`config.mk`:
```
export PLATFORM = sky130hd
export DESIGN_NAME = int_alu_flags
export DESIGN_NICKNAME = d
export VERILOG_FILES = /design/src/rtl/alu_pkg.sv /design/src/rtl/alu_arith.sv /design/src/rtl/alu_logic.sv /design/src/rtl/alu_flaggen.sv /design/src/rtl/int_alu_flags.sv
export SDC_FILE = /design/constraint.sdc
export NUM_CORES = 1
export LEC_CHECK = 0
export BUFFER_PORTS_ARGS = -buffer_cell sky130_fd_sc_hd__buf_2
export CELL_PAD_IN_SITES_DETAIL_PLACEMENT = 1
export CELL_PAD_IN_SITES_GLOBAL_PLACEMENT = 2
export CORE_MARGIN = 5
export CORE_UTILIZATION = 33
export CTS_CLUSTER_DIAMETER = 50
export DETAILED_ROUTE_END_ITERATION = 16
export GPL_ROUTABILITY_DRIVEN = 1
export PLACE_DENSITY_LB_ADDON = 0.1
export SLEW_MARGIN = 20
export SYNTH_ARGS = -nofsm -noshare
export SYNTH_HDL_FRONTEND = slang
export SYNTH_SLANG_ARGS = --single-unit
```
`constraint.sdc`:
```
create_clock -name clk -period 7.1 [get_ports clk]
set_input_delay 1.065 -clock clk [delete_from_list [all_inputs] [get_ports clk]]
set_output_delay 1.065 -clock clk [all_outputs]
set_load 0.05 [all_outputs]
```
`src/rtl/alu_pkg.sv`:
```
package alu_pkg;

    localparam int DATA_W = 32;
    localparam int BYTE_W = 8;
    localparam int HALF_W = 16;
    localparam int IDX_W  = $clog2(DATA_W + 1);

    typedef enum logic [2:0] {
        OP_ADD  = 3'd0,
        OP_ADDC = 3'd1,
        OP_SUB  = 3'd2,
        OP_SUBB = 3'd3,
        OP_AND  = 3'd4,
        OP_OR   = 3'd5,
        OP_XOR  = 3'd6,
        OP_ZERO = 3'd7
    } alu_op_e;

    typedef enum logic [1:0] {
        SZ_BYTE = 2'd0,
        SZ_HALF = 2'd1,
        SZ_WORD = 2'd2,
        SZ_WIDE = 2'd3
    } alu_size_e;

    // packed from bit 5 down to bit 0
    typedef struct packed {
        logic ovf;
        logic sgn;
        logic zro;
        logic half;
        logic par;
        logic cry;
    } alu_flags_t;

    function automatic logic [DATA_W-1:0] size_mask(alu_size_e s);
        logic [DATA_W-1:0] m;
        unique case (s)
            SZ_BYTE: m = {{(DATA_W-BYTE_W){1'b0}}, {BYTE_W{1'b1}}};
            SZ_HALF: m = {{(DATA_W-HALF_W){1'b0}}, {HALF_W{1'b1}}};
            default: m = {DATA_W{1'b1}};
        endcase
        return m;
    endfunction

    function automatic logic [IDX_W-1:0] top_bit(alu_size_e s);
        logic [IDX_W-1:0] i;
        unique case (s)
            SZ_BYTE: i = IDX_W'(BYTE_W - 1);
            SZ_HALF: i = IDX_W'(HALF_W - 1);
            default: i = IDX_W'(DATA_W - 1);
        endcase
        return i;
    endfunction

    function automatic logic is_logic_op(alu_op_e o);
        return o[2];
    endfunction

endpackage

```
`src/rtl/alu_arith.sv`:
```
module alu_arith
    import alu_pkg::*;
#(
    parameter int W = alu_pkg::DATA_W
) (
    input  logic [W-1:0] a_m,
    input  logic [W-1:0] b_m,
    input  logic         do_sub,
    input  logic         c_in,
    input  alu_size_e    size,
    output logic [W-1:0] sum,
    output logic         cry_out,
    output logic         half_out,
    output logic         ovf_out
);
    localparam int WX = W + 1;

    logic [WX-1:0]    wide;
    logic [IDX_W-1:0] msb;
    logic             sa, sb, sr;

    always_comb begin
        msb = top_bit(size);
        if (do_sub)
            wide = {1'b0, a_m} - {1'b0, b_m} - {{W{1'b0}}, c_in};
        else
            wide = {1'b0, a_m} + {1'b0, b_m} + {{W{1'b0}}, c_in};
        sum      = wide[W-1:0] & size_mask(size);
        cry_out  = wide[msb + IDX_W'(1)];
        half_out = a_m[4] ^ b_m[4] ^ wide[4];
        sa = a_m[msb];
        sb = b_m[msb];
        sr = wide[msb];
        if (do_sub)
            ovf_out = (sa != sb) && (sr != sa);
        else
            ovf_out = (sa == sb) && (sr != sa);
    end


    half_zero_chk: assert final ((a_m[3:0] != 4'd0) || (b_m[3:0] != 4'd0) || c_in || !half_out);

endmodule

```
`src/rtl/alu_logic.sv`:
```
module alu_logic
    import alu_pkg::*;
#(
    parameter int W = alu_pkg::DATA_W
) (
    input  alu_op_e      op,
    input  logic [W-1:0] a_m,
    input  logic [W-1:0] b_m,
    output logic [W-1:0] res
);
    always_comb begin
        unique case (op)
            OP_AND:  res = a_m & b_m;
            OP_OR:   res = a_m | b_m;
            OP_XOR:  res = a_m ^ b_m;
            default: res = '0;
        endcase
    end
endmodule

```
`src/rtl/alu_flaggen.sv`:
```
module alu_flaggen
    import alu_pkg::*;
#(
    parameter int W = alu_pkg::DATA_W
) (
    input  logic [W-1:0] res,
    input  alu_size_e    size,
    input  logic         logical,
    input  logic         cry_in,
    input  logic         half_in,
    input  logic         ovf_in,
    output alu_flags_t   nxt
);
    always_comb begin
        nxt.par  = ~^res[BYTE_W-1:0];
        nxt.zro  = (res == '0);
        nxt.sgn  = res[top_bit(size)];
        nxt.cry  = logical ? 1'b0 : cry_in;
        nxt.half = logical ? 1'b0 : half_in;
        nxt.ovf  = logical ? 1'b0 : ovf_in;
    end
endmodule

```
`src/rtl/int_alu_flags.sv`:
```
module int_alu_flags
    import alu_pkg::*;
(
    input  logic        clk,
    input  logic        rst_n,
    input  logic        en,
    input  logic [2:0]  op,
    input  logic [1:0]  size,
    input  logic [31:0] a,
    input  logic [31:0] b,
    input  logic        cf_in,
    output logic [31:0] result,
    output logic [5:0]  flags
);
    localparam int W = DATA_W;

    typedef enum logic {ST_HOLD, ST_LOAD} freg_state_e;

    alu_op_e     op_e;
    alu_size_e   sz_e;
    logic [W-1:0] a_m, b_m, arith_res, logic_res;
    logic        logical, do_sub, use_c;
    logic        a_cry, a_half, a_ovf;
    alu_flags_t  nxt, flags_q;
    freg_state_e st;

    always_comb begin
        op_e    = alu_op_e'(op);
        sz_e    = alu_size_e'(size);
        a_m     = a & size_mask(sz_e);
        b_m     = b & size_mask(sz_e);
        logical = is_logic_op(op_e);
        do_sub  = (op_e == OP_SUB) || (op_e == OP_SUBB);
        use_c   = (op_e == OP_ADDC) || (op_e == OP_SUBB);
        st      = en ? ST_LOAD : ST_HOLD;
    end

    alu_arith #(.W(W)) u_arith (
        .a_m(a_m), .b_m(b_m), .do_sub(do_sub), .c_in(use_c & cf_in),
        .size(sz_e), .sum(arith_res), .cry_out(a_cry),
        .half_out(a_half), .ovf_out(a_ovf)
    );

    alu_logic #(.W(W)) u_logic (
        .op(op_e), .a_m(a_m), .b_m(b_m), .res(logic_res)
    );

    always_comb result = logical ? logic_res : arith_res;

    alu_flaggen #(.W(W)) u_flags (
        .res(result), .size(sz_e), .logical(logical),
        .cry_in(a_cry), .half_in(a_half), .ovf_in(a_ovf), .nxt(nxt)
    );

    always_ff @(posedge clk or negedge rst_n) begin
        if (!rst_n) begin
            flags_q <= '0;
        end else begin
            unique case (st)
                ST_LOAD: flags_q <= nxt;
                ST_HOLD: flags_q <= flags_q;
            endcase
        end
    end

    always_comb flags = flags_q;


    hold_stable_chk: assert property (@(posedge clk) disable iff (!rst_n)
        !en |=> $stable(flags));


    logic_clear_chk: assert property (@(posedge clk) disable iff (!rst_n)
        en && op[2] |=> (flags[0] == 1'b0) && (flags[2] == 1'b0) && (flags[5] == 1'b0));


    zero_flag_chk: assert property (@(posedge clk) disable iff (!rst_n)
        en |=> flags[3] == ($past(result) == 32'd0));


    parity_chk: assert property (@(posedge clk) disable iff (!rst_n)
        en |=> flags[1] == ~^$past(result[7:0]));


    upper_zero_chk: assert property (@(posedge clk) disable iff (!rst_n)
        size == 2'd0 |-> result[31:8] == 24'd0);


    reset_clear_chk: assert property (@(posedge clk)
        !rst_n |=> flags == 6'd0);

endmodule

```
==> results.yml, run 1 <==
timing:
  slew_viol_final: 0
  finalHoldViolCount: 0
  worst_slew_pin_slew_ns: 0.779
  rsz0062_at_grt: "false"
  post-route-period-util: 0.879
  setup_violations: 0
  skew_ns: 0
  finalWorstSetupSlack_ns: 0.857
  hold_ws_ns: 0.509
  period_needed_ns: 6.24
  fin_tns_setup_ns: 0
  max-slew-margin-rel: 0.477
  clock.fmax_mhz: 160
setup_path:
  cp_data_required_time_ns: 6.03
  cp-start-kind: "input port"
  critPathSlowestCell: "or4_1"
  cp-startpoint: "size[1]"
  cp_top_family: "simple AND/OR/NAND/NOR gates"
  worstPathMaxFanout: 19
  crit_arrival_ns: 5.18
  ff2ff_setup_slack_ns: 6.13
  path_class: "in -> out"
  path_cells: "buf_2 > or2_2 > and2_1 > inv_1 > ha_1 > ha_1 > nand4_1 > or4_1 > o32ai_2 > or2_1 > a21oi_1 > o21a_1 > mux2i_1 > o211ai_1 > buf_2"
  reg2reg_to: "flags[5]$_DFFE_PN0P_"
  worst-r2r-cell-count: 2
  path_buf_inv: 3
  worst-path-stages: 15
  end_kind: "output pin"
  cp_slowest_stage_delay_ns: 0.57
  r2r_start: "flags[5]$_DFFE_PN0P_"
  cp-endpoint: "result[26]"
floorplan:
  die_x_um: 156
  core_area_um2: 21000
  die_height_um: 156
  rows: 53
  die_area_um2: 24400
  io_pins: 111
  start_util: 0.336
placed_design:
  portBuffers: 110
  gp_congestion: 0.909
  hpwl_um: 23200
  dpl.cell_count: 1401
  dp_slack_ns: 0.892
synthesis:
  synth_fp_nets: 1275
  ys_seq_area_frac: 0.0213
  ys.flop_type: "dfrtp_1"
  synth_warnings: 0
  ys_ff_latch: 6
  synth.distinct_cells: 85
  synthTopCellsByArea: "ha_1 23%, nand2_1 7.6%, inv_1 6.1%"
  ys_async_sr_fraction: 1.00
  synth_edf_count: 0
  syn_avg_cell_area_um2: 6.61
  synth_area_leader_cell: "ha_1"
  syn_area_um2: 7060
  yosysTopAreaCellShare: 0.230
  synth_cells: 1068
clocking:
  clk_root_buffer_cell: "clkbuf_16"
  postCtsHoldBufs: 0
  clkLatencyLatePin_ns: 0.23
  cts_tree: "done"
  cts_buffers: 3
  clock-sinks: 6
  clock_path_buffers: 2
  cts.clk_slew.worst_paths_ns: 0.03
  cts_setup_buffers: 0
  cts_resized: 0
  htree_levels: 1
finish:
  layout-drive-gt1-share: 0.136
  nets: 1338
  largest_register_ffs: 6
  diodes: 0
  nFillCells: 2765
  area_delta_synth_final_pct: 11.2
  fin_cells: 1404
run_status:
  status: "completed"
global_routing:
  grt_max_degree: 35
  grt_pass1_wl_um: 44500
  track_usage: 0.223
  grt-ovfl-total: 0
  first_global_vias: 8047
  antenna_found_initial: 0
worst_hold_path:
  holdCritPathClass: "reg -> reg"
detailed_routing:
  wl_um: 27900
  drtIter0Drc: 383
  drt_first_pass_iters: 5
  viasPerCell: 5.56
  drc: 0
  ant_nets: 0
  wl_per_cell_um: 19.9
  via_count: 7806
pwr:
  powerDensity_nw_per_um2: 138
  power_uw: 1090
  p_leak_uw: 0.00381
  peakVddDrop_mv: 0.0746
flow_run:
  drv_cap: 0
[power by group]
| group | switching [µW] | leakage (µW) | internal (µW) |
|---|---|---|---|
| clock network | 18.4 | 0.0000370 | 72.2 |
| registers | 3.48 | 0.0000758 | 41.2 |
| logic | 633 | 0.00370 | 318 |
[how the worst min path moves through the flow]
stage / startpoint / to / depth (start not counted)
floorplan: flags[3]$_DFFE_PN0P_ / flags[3]$_DFFE_PN0P_ / 2
global placement: flags[1]$_DFFE_PN0P_ / flags[1]$_DFFE_PN0P_ / 1
detailed placement: flags[1]$_DFFE_PN0P_ / flags[1]$_DFFE_PN0P_ / 1
CTS: flags[1]$_DFFE_PN0P_ / flags[1]$_DFFE_PN0P_ / 1
global route: flags[1]$_DFFE_PN0P_ / flags[1]$_DFFE_PN0P_ / 1
finish: flags[1]$_DFFE_PN0P_ / flags[1]$_DFFE_PN0P_ / 1
[cells by family after synthesis]
family / count (synthesis) / share of synthesized area
AND/OR/NAND/NOR: 354 / 0.242
AO/OA/AOI/OAI: 329 / 0.312
buffers and inverters: 183 / 0.103
flip-flops: 6 / 0.0213
XOR/XNOR: 49 / 0.0608
multiplexers: 13 / 0.0190
adder cells (fa/ha/maj): 134 / 0.242
[cells in the mapped netlist, types with 18 or more instances]
cell type / number
a21o_1: 25
inv_1: 115
xor2_1: 18
a21oi_1: 79
o21ai_0: 78
xnor2_1: 31
nand4_1: 25
clkbuf_1: 48
and2_1: 23
ha_1: 130
nand2_1: 143
nand3_1: 19
nor2_1: 68
[per-layer routing]
| layer | GRT usage | up-vias | part of all wire |
|---|---|---|---|
| li1 | - | 3881 | - |
| met4 | 0.0314 | 0 | 0.013 |
| met2 | 0.360 | 184 | 0.44 |
| met1 | 0.336 | 3719 | 0.51 |
| met5 | 0 | - | 0 |
| met3 | 0.00996 | 22 | 0.042 |
[final cells by class]
type	instances	area, µm²	area share
Clock buffer	3	75.1	0.00956
Inverter	118	443	0.0564
Sequential cell	6	150	0.0191
Timing Repair Buffer	123	648	0.0825
Tap cell	275	344	0.0438
Multi-Input combinational cell	879	6190	0.789
[metrics by stage]
| step | util | area [µm²] |
|---|---|---|
| finish | 0.374 | 7850 |
| global placement | 0.370 | 7780 |
| floorplan | - | 7060 |
| global route | 0.374 | 7850 |
| CTS | 0.374 | 7850 |
| detailed placement | 0.370 | 7780 |
[placed cells by master (no fill, tap or decap), drive strengths merged, types with 6 or more instances in the layout]
| master | netlist | final |
|---|---|---|
| nor4 | 6 | 6 |
| a31oi | 9 | 9 |
| nand2b | 10 | 10 |
| nor2b | 6 | 6 |
| nand3 | 19 | 19 |
| o21ai | 90 | 90 |
| o21bai | 6 | 6 |
| o211ai | 9 | 9 |
| and3 | 11 | 11 |
| nand2 | 143 | 143 |
| mux2i | 10 | 10 |
| o21a | 12 | 12 |
| dfrtp | 6 | 6 |
| a21boi | 6 | 6 |
| a21o | 25 | 25 |
| xor2 | 18 | 18 |
| a21oi | 82 | 82 |
| nor3 | 17 | 17 |
| nor2 | 68 | 68 |
| a211o | 9 | 9 |
| xnor2 | 31 | 31 |
| nand4 | 26 | 26 |
| o221ai | 7 | 7 |
| inv | 117 | 117 |
| ha | 130 | 130 |
| and2 | 23 | 23 |
| a211oi | 16 | 16 |
| buf | 17 | 123 |
| a22oi | 8 | 8 |
| or4 | 7 | 7 |
No activity file was read; power rests on OpenSTA's default activity.
==> run 2, diff against run 1 <==
--- a/config.mk
+++ b/config.mk
@@ -14,6 +14,7 @@
 export DETAILED_ROUTE_END_ITERATION = 16
 export GPL_ROUTABILITY_DRIVEN = 1
 export PLACE_DENSITY_LB_ADDON = 0.1
+export REMOVE_ABC_BUFFERS = 1
 export SLEW_MARGIN = 20
 export SYNTH_ARGS = -nofsm -noshare
 export SYNTH_HDL_FRONTEND = slang
==> run 2 against run 1 <==
Effect of this change:
- sequential cell count stayed put
- clock power is 1% higher
- critical endpoint is now result[31]
- first-iteration DRC count is 6.5% lower
- sequential power hardly changed
- setup slack better by 0.091 ns
==> results.yml, run 2 (synthesized netlist as in run 1, its figures left out) <==
worst_hold_path:
  holdCritPathClass: "reg -> reg"
clocking:
  clkLatencyLatePin_ns: 0.23
  clk_root_buffer_cell: "clkbuf_16"
  cts_resized: 0
  clock-sinks: 6
  clock_path_buffers: 2
  htree_levels: 1
  cts.clk_slew.worst_paths_ns: 0.03
  postCtsHoldBufs: 0
  cts_buffers: 3
  cts_tree: "done"
  cts_setup_buffers: 0
timing:
  period_needed_ns: 6.15
  rsz0062_at_grt: "false"
  finalWorstSetupSlack_ns: 0.948
  finalHoldViolCount: 0
  fin_tns_setup_ns: 0
  setup_violations: 0
  max-slew-margin-rel: 0.476
  slew_viol_final: 0
  skew_ns: 0
  clock.fmax_mhz: 163
  worst_slew_pin_slew_ns: 0.785
  post-route-period-util: 0.866
finish:
  finalInstanceArea_um2: 7860
  largest_register_ffs: 6
  nets: 1339
  area_delta_synth_final_pct: 11.3
  final_cell_mix: "143 x nand2_1, 130 x ha_1, 115 x inv_1, 110 x buf_2, 79 x a21oi_1"
  diodes: 0
  mostFrequentLayoutCell: "nand2_1"
  layout-drive-gt1-share: 0.136
detailed_routing:
  wl_um: 27900
  ant_nets: 0
  drtIter0Drc: 358
  drt_first_pass_iters: 5
  viasPerCell: 5.62
  via_count: 7890
  drc: 0
  wl_per_cell_um: 19.9
run_status:
  status: "completed"
setup_path:
  cp-start-kind: "input port"
  worstPathMaxFanout: 19
  crit_arrival_ns: 5.09
  end_kind: "output pin"
  path_class: "in -> out"
  cp_data_required_time_ns: 6.03
global_routing:
  antenna_found_initial: 0
  first_global_vias: 7914
  track_usage: 0.220
  grt-ovfl-total: 0
  grt_pass1_wl_um: 43800
  grt_max_degree: 51
pwr:
  peakVddDrop_mv: 0.0821
  p_leak_uw: 0.00382
  powerDensity_nw_per_um2: 139
floorplan:
  io_pins: 111
  die_area_um2: 24400
  rows: 53
  start_util: 0.336
  die_height_um: 156
  die_x_um: 156
  core_area_um2: 21000
placed_design:
  dp_slack_ns: 0.975
  hpwl_um: 22900
  dpl-instance-area_um2: 7780
  gp_congestion: 0.886
  portBuffers: 110
flow_run:
  drv_cap: 0
run 2: cell count changes in the layout (fill, tap and decap cells not counted):
cell	change
o21ai_0	+1
o21ai_1	-1
buf_4	+1
run 2: stage by stage:
stage / std cells / hold WS, ns / total power, µW / utilization
after floorplan: 1003 / 0.744 / 720 / -
after global placement: 1402 / 0.506 / 992 / 0.370
after detailed placement: 1402 / 0.512 / 994 / 0.370
after CTS: 1405 / 0.524 / 1090 / 0.374
after global routing: 1405 / 0.546 / 1180 / 0.374
final: 1405 / 0.523 / 1090 / 0.374
run 2: layout make-up:
cell class	instances	area, µm²
Timing Repair Buffer	124	656
Sequential cell	6	150
Multi-Input combinational cell	879	6190
Tap cell	275	344
Fill cell	2796	13200
Clock buffer	3	75.1
Inverter	118	443
run 2: critical path, stage by stage:
cell and delay (ns):
buf_2 0.17, or2_2 0.49, and2_1 0.25, inv_1 0.08, ha_1 0.37, ha_1 0.49, and2_1 0.20, a21boi_0 0.13
o221a_2 0.33, o21a_1 0.18, a21oi_1 0.31, o21ai_1 0.14, xnor2_1 0.22, a22oi_1 0.09, o21ai_0 0.20, buf_2 0.35
run 2: metal layers:
metal	vias to the layer above	global-route usage	routed length, µm
met1	3857	0.298	13000
met5	-	0	0
li1	3871	-	-
met2	142	0.398	13700
met3	20	0.00415	751
met4	0	0.0322	446
run 2: path summary, 6_finish.rpt:
kind / to / cells after the start / slack [ns] / startpoint
worst max-delay path: result[31] / 16 / 0.95 / size[0]
worst min-delay path: flags[1]$_DFFE_PN0P_ / 1 / 0.52 / flags[1]$_DFFE_PN0P_
worst max register to register: flags[5]$_DFFE_PN0P_ / 2 / 6.14 / flags[5]$_DFFE_PN0P_
worst min register to register: flags[1]$_DFFE_PN0P_ / 1 / 0.52 / flags[1]$_DFFE_PN0P_
max in group asynchronous: flags[3]$_DFFE_PN0P_ / 1 / 6.30 / rst_n
min in group asynchronous: flags[1]$_DFFE_PN0P_ / 1 / 0.66 / rst_n
run 2: where the power goes:
part,internal (µW),total [µW],switching (µW),leakage (µW)
Clock,72.3,91.8,19.5,0.0000370
Combinational,319,953,634,0.00371
Sequential,41.2,44.9,3.74,0.0000758
Total,432,1090,658,0.00382
==> run 3, diff against run 2 <==
--- a/config.mk
+++ b/config.mk
@@ -8,7 +8,6 @@
 export BUFFER_PORTS_ARGS = -buffer_cell sky130_fd_sc_hd__buf_2
 export CELL_PAD_IN_SITES_DETAIL_PLACEMENT = 1
 export CELL_PAD_IN_SITES_GLOBAL_PLACEMENT = 2
-export CORE_MARGIN = 5
 export CORE_UTILIZATION = 33
 export CTS_CLUSTER_DIAMETER = 50
 export DETAILED_ROUTE_END_ITERATION = 16
==> run 3 against run 2 <==
Effect of this change:
- sequential share of layout area hardly changed
- critical path depth is 1 lower
- power is 0.20% lower
- sequential cell count stayed put
- clock skew stayed put
- sequential power hardly changed
- first-iteration DRC count is 17% lower
- wire length is 1.3% lower
- die area is 10% lower
- register-to-register slack better by 0.02 ns
- combinational power hardly changed
- largest cell class unchanged
- largest power group unchanged
==> results.yml, run 3 (synthesized netlist as in run 1, its figures left out) <==
floorplan:
  core_area_um2: 21000
  die_x_um: 148
  rows: 53
  die_height_um: 148
  start_util: 0.336
  die_area_um2: 22000
  io_pins: 111
timing:
  finalHoldViolCount: 0
  setup_violations: 0
  post-route-period-util: 0.865
  clock.fmax_mhz: 163
  skew_ns: 0
  max-slew-margin-rel: 0.505
  slew_viol_final: 0
  worst_slew_pin_slew_ns: 0.741
  rsz0062_at_grt: "false"
  period_needed_ns: 6.14
  fin_tns_setup_ns: 0
finish:
  area_delta_synth_final_pct: 10.9
  final_cell_mix: "143 x nand2_1, 130 x ha_1, 115 x inv_1, 110 x buf_2, 79 x a21oi_1"
  seq_area_um2: 150
  multi_input_area_um2: 6190
  largest_register_ffs: 6
  nFillCells: 2788
  utilization: 0.372
  layout-drive-gt1-share: 0.133
  mostFrequentLayoutCell: "nand2_1"
  diodes: 0
  nets: 1335
pwr:
  powerDensity_nw_per_um2: 139
  sw_frac_of_total: 0.604
  clkPwrFrac: 0.085
  p_seq_frac: 0.041
  cellInternalPower_uw: 430
  p_sw_uw: 657
  peakVddDrop_mv: 0.0594
  comb_power_share: 0.874
  p_leak_uw: 0.00380
global_routing:
  antenna_found_initial: 0
  grt_max_degree: 58
  first_global_vias: 7952
  grt_pass1_wl_um: 43400
  track_usage: 0.249
  grt-ovfl-total: 0
clocking:
  cts_tree: "done"
  postCtsHoldBufs: 0
  cts_setup_buffers: 0
  clkLatencyLatePin_ns: 0.23
  clock-sinks: 6
  htree_levels: 1
  clock_path_buffers: 2
  cts.clk_slew.worst_paths_ns: 0.04
  cts_resized: 0
  clk_root_buffer_cell: "clkbuf_16"
  cts_buffers: 3
setup_path:
  crit_arrival_ns: 5.08
  cp_top_family: "compound AO/OA/AOI/OAI gates"
  critPathSlowestCell: "ha_1"
  ff2ff_setup_slack_ns: 6.16
  cp-start-kind: "input port"
  cp_data_required_time_ns: 6.03
  end_kind: "output pin"
  path_class: "in -> out"
  worstPathMaxFanout: 19
  cp_slowest_stage_delay_ns: 0.52
  path_buf_inv: 2
  path_cells: "buf_2 > or2_2 > and2_1 > ha_1 > ha_1 > nand2_1 > nor2_1 > nand4_1 > a2111o_1 > a21oi_1 > o21ai_1 > xnor2_1 > a22oi_1 > o21ai_0 > buf_2"
run_status:
  status: "completed"
detailed_routing:
  wl_um: 27500
  wl_per_cell_um: 19.7
  drt_first_pass_iters: 4
  viasPerCell: 5.55
  drtIter0Drc: 297
  drc: 0
  via_count: 7782
  ant_nets: 0
placed_design:
  hpwl_um: 22600
  portBuffers: 110
  gp_congestion: 0.879
worst_hold_path:
  holdCritPathClass: "reg -> reg"
flow_run:
  drv_cap: 0
-- run 3: cell types whose count changed in the layout (fill, tap and decap cells not counted) --
cell / delta
buf_4: -4
-- run 3: worst paths after layout --
check                                      from                    to  cells past startpoint
max in group asynchronous                 rst_n  flags[0]$_DFFE_PN0P_                      1
max                                     size[0]            result[31]                     15
min                        flags[3]$_DFFE_PN0P_  flags[3]$_DFFE_PN0P_                      2
max reg2reg                flags[5]$_DFFE_PN0P_  flags[5]$_DFFE_PN0P_                      2
min reg2reg                flags[3]$_DFFE_PN0P_  flags[3]$_DFFE_PN0P_                      2
min in group asynchronous                 rst_n  flags[5]$_DFFE_PN0P_                      1
-- run 3: cell type report --
type                    count  share of cell area
flip-flops and latches      6              0.0192
inverters                 118              0.0566
well taps                 275              0.0439
repair buffers            120              0.0799
multi-input cells         879               0.791
clock buffers               3             0.00959
-- run 3: power by group through the flow --
stage	Clock, µW	Sequential [µW]	Combinational, µW
detailed placement	0	44.9	945
finish	92.3	44.6	951
CTS	93.0	44.5	950
global route	94.6	45.6	1030
floorplan	0	67.7	653
global placement	0	44.9	942
-- run 3: tightest hold or removal path, delay by kind of cell, from the launching register on --
kind	cells	cell delay (ns)
buffers and inverters	1	0.06
AO/OA/AOI/OAI	1	0.05
flip-flops	1	0.37
-- run 3: metal layers --
layer / track usage / up-vias / part of all wire
li1: - / 3868 / -
met1: 0.323 / 3773 / 0.47
met2: 0.461 / 120 / 0.49
met3: 0.00890 / 21 / 0.022
met4: 0.0397 / 0 / 0.014
met5: 0 / - / 0
-- run 3: stage by stage --
| step | setup WS (ns) | instance area, µm² | instances | power, µW | hold WS [ns] |
|---|---|---|---|---|---|
| after floorplan | 0.945 | 6780 | 1003 | 720 | 0.744 |
| after global placement | 1.01 | 7750 | 1398 | 987 | 0.506 |
| after detailed placement | 0.976 | 7750 | 1398 | 990 | 0.509 |
| after CTS | 0.975 | 7830 | 1401 | 1090 | 0.516 |
| after global routing | 0.733 | 7830 | 1401 | 1170 | 0.548 |
| final | 0.958 | 7830 | 1401 | 1090 | 0.515 |
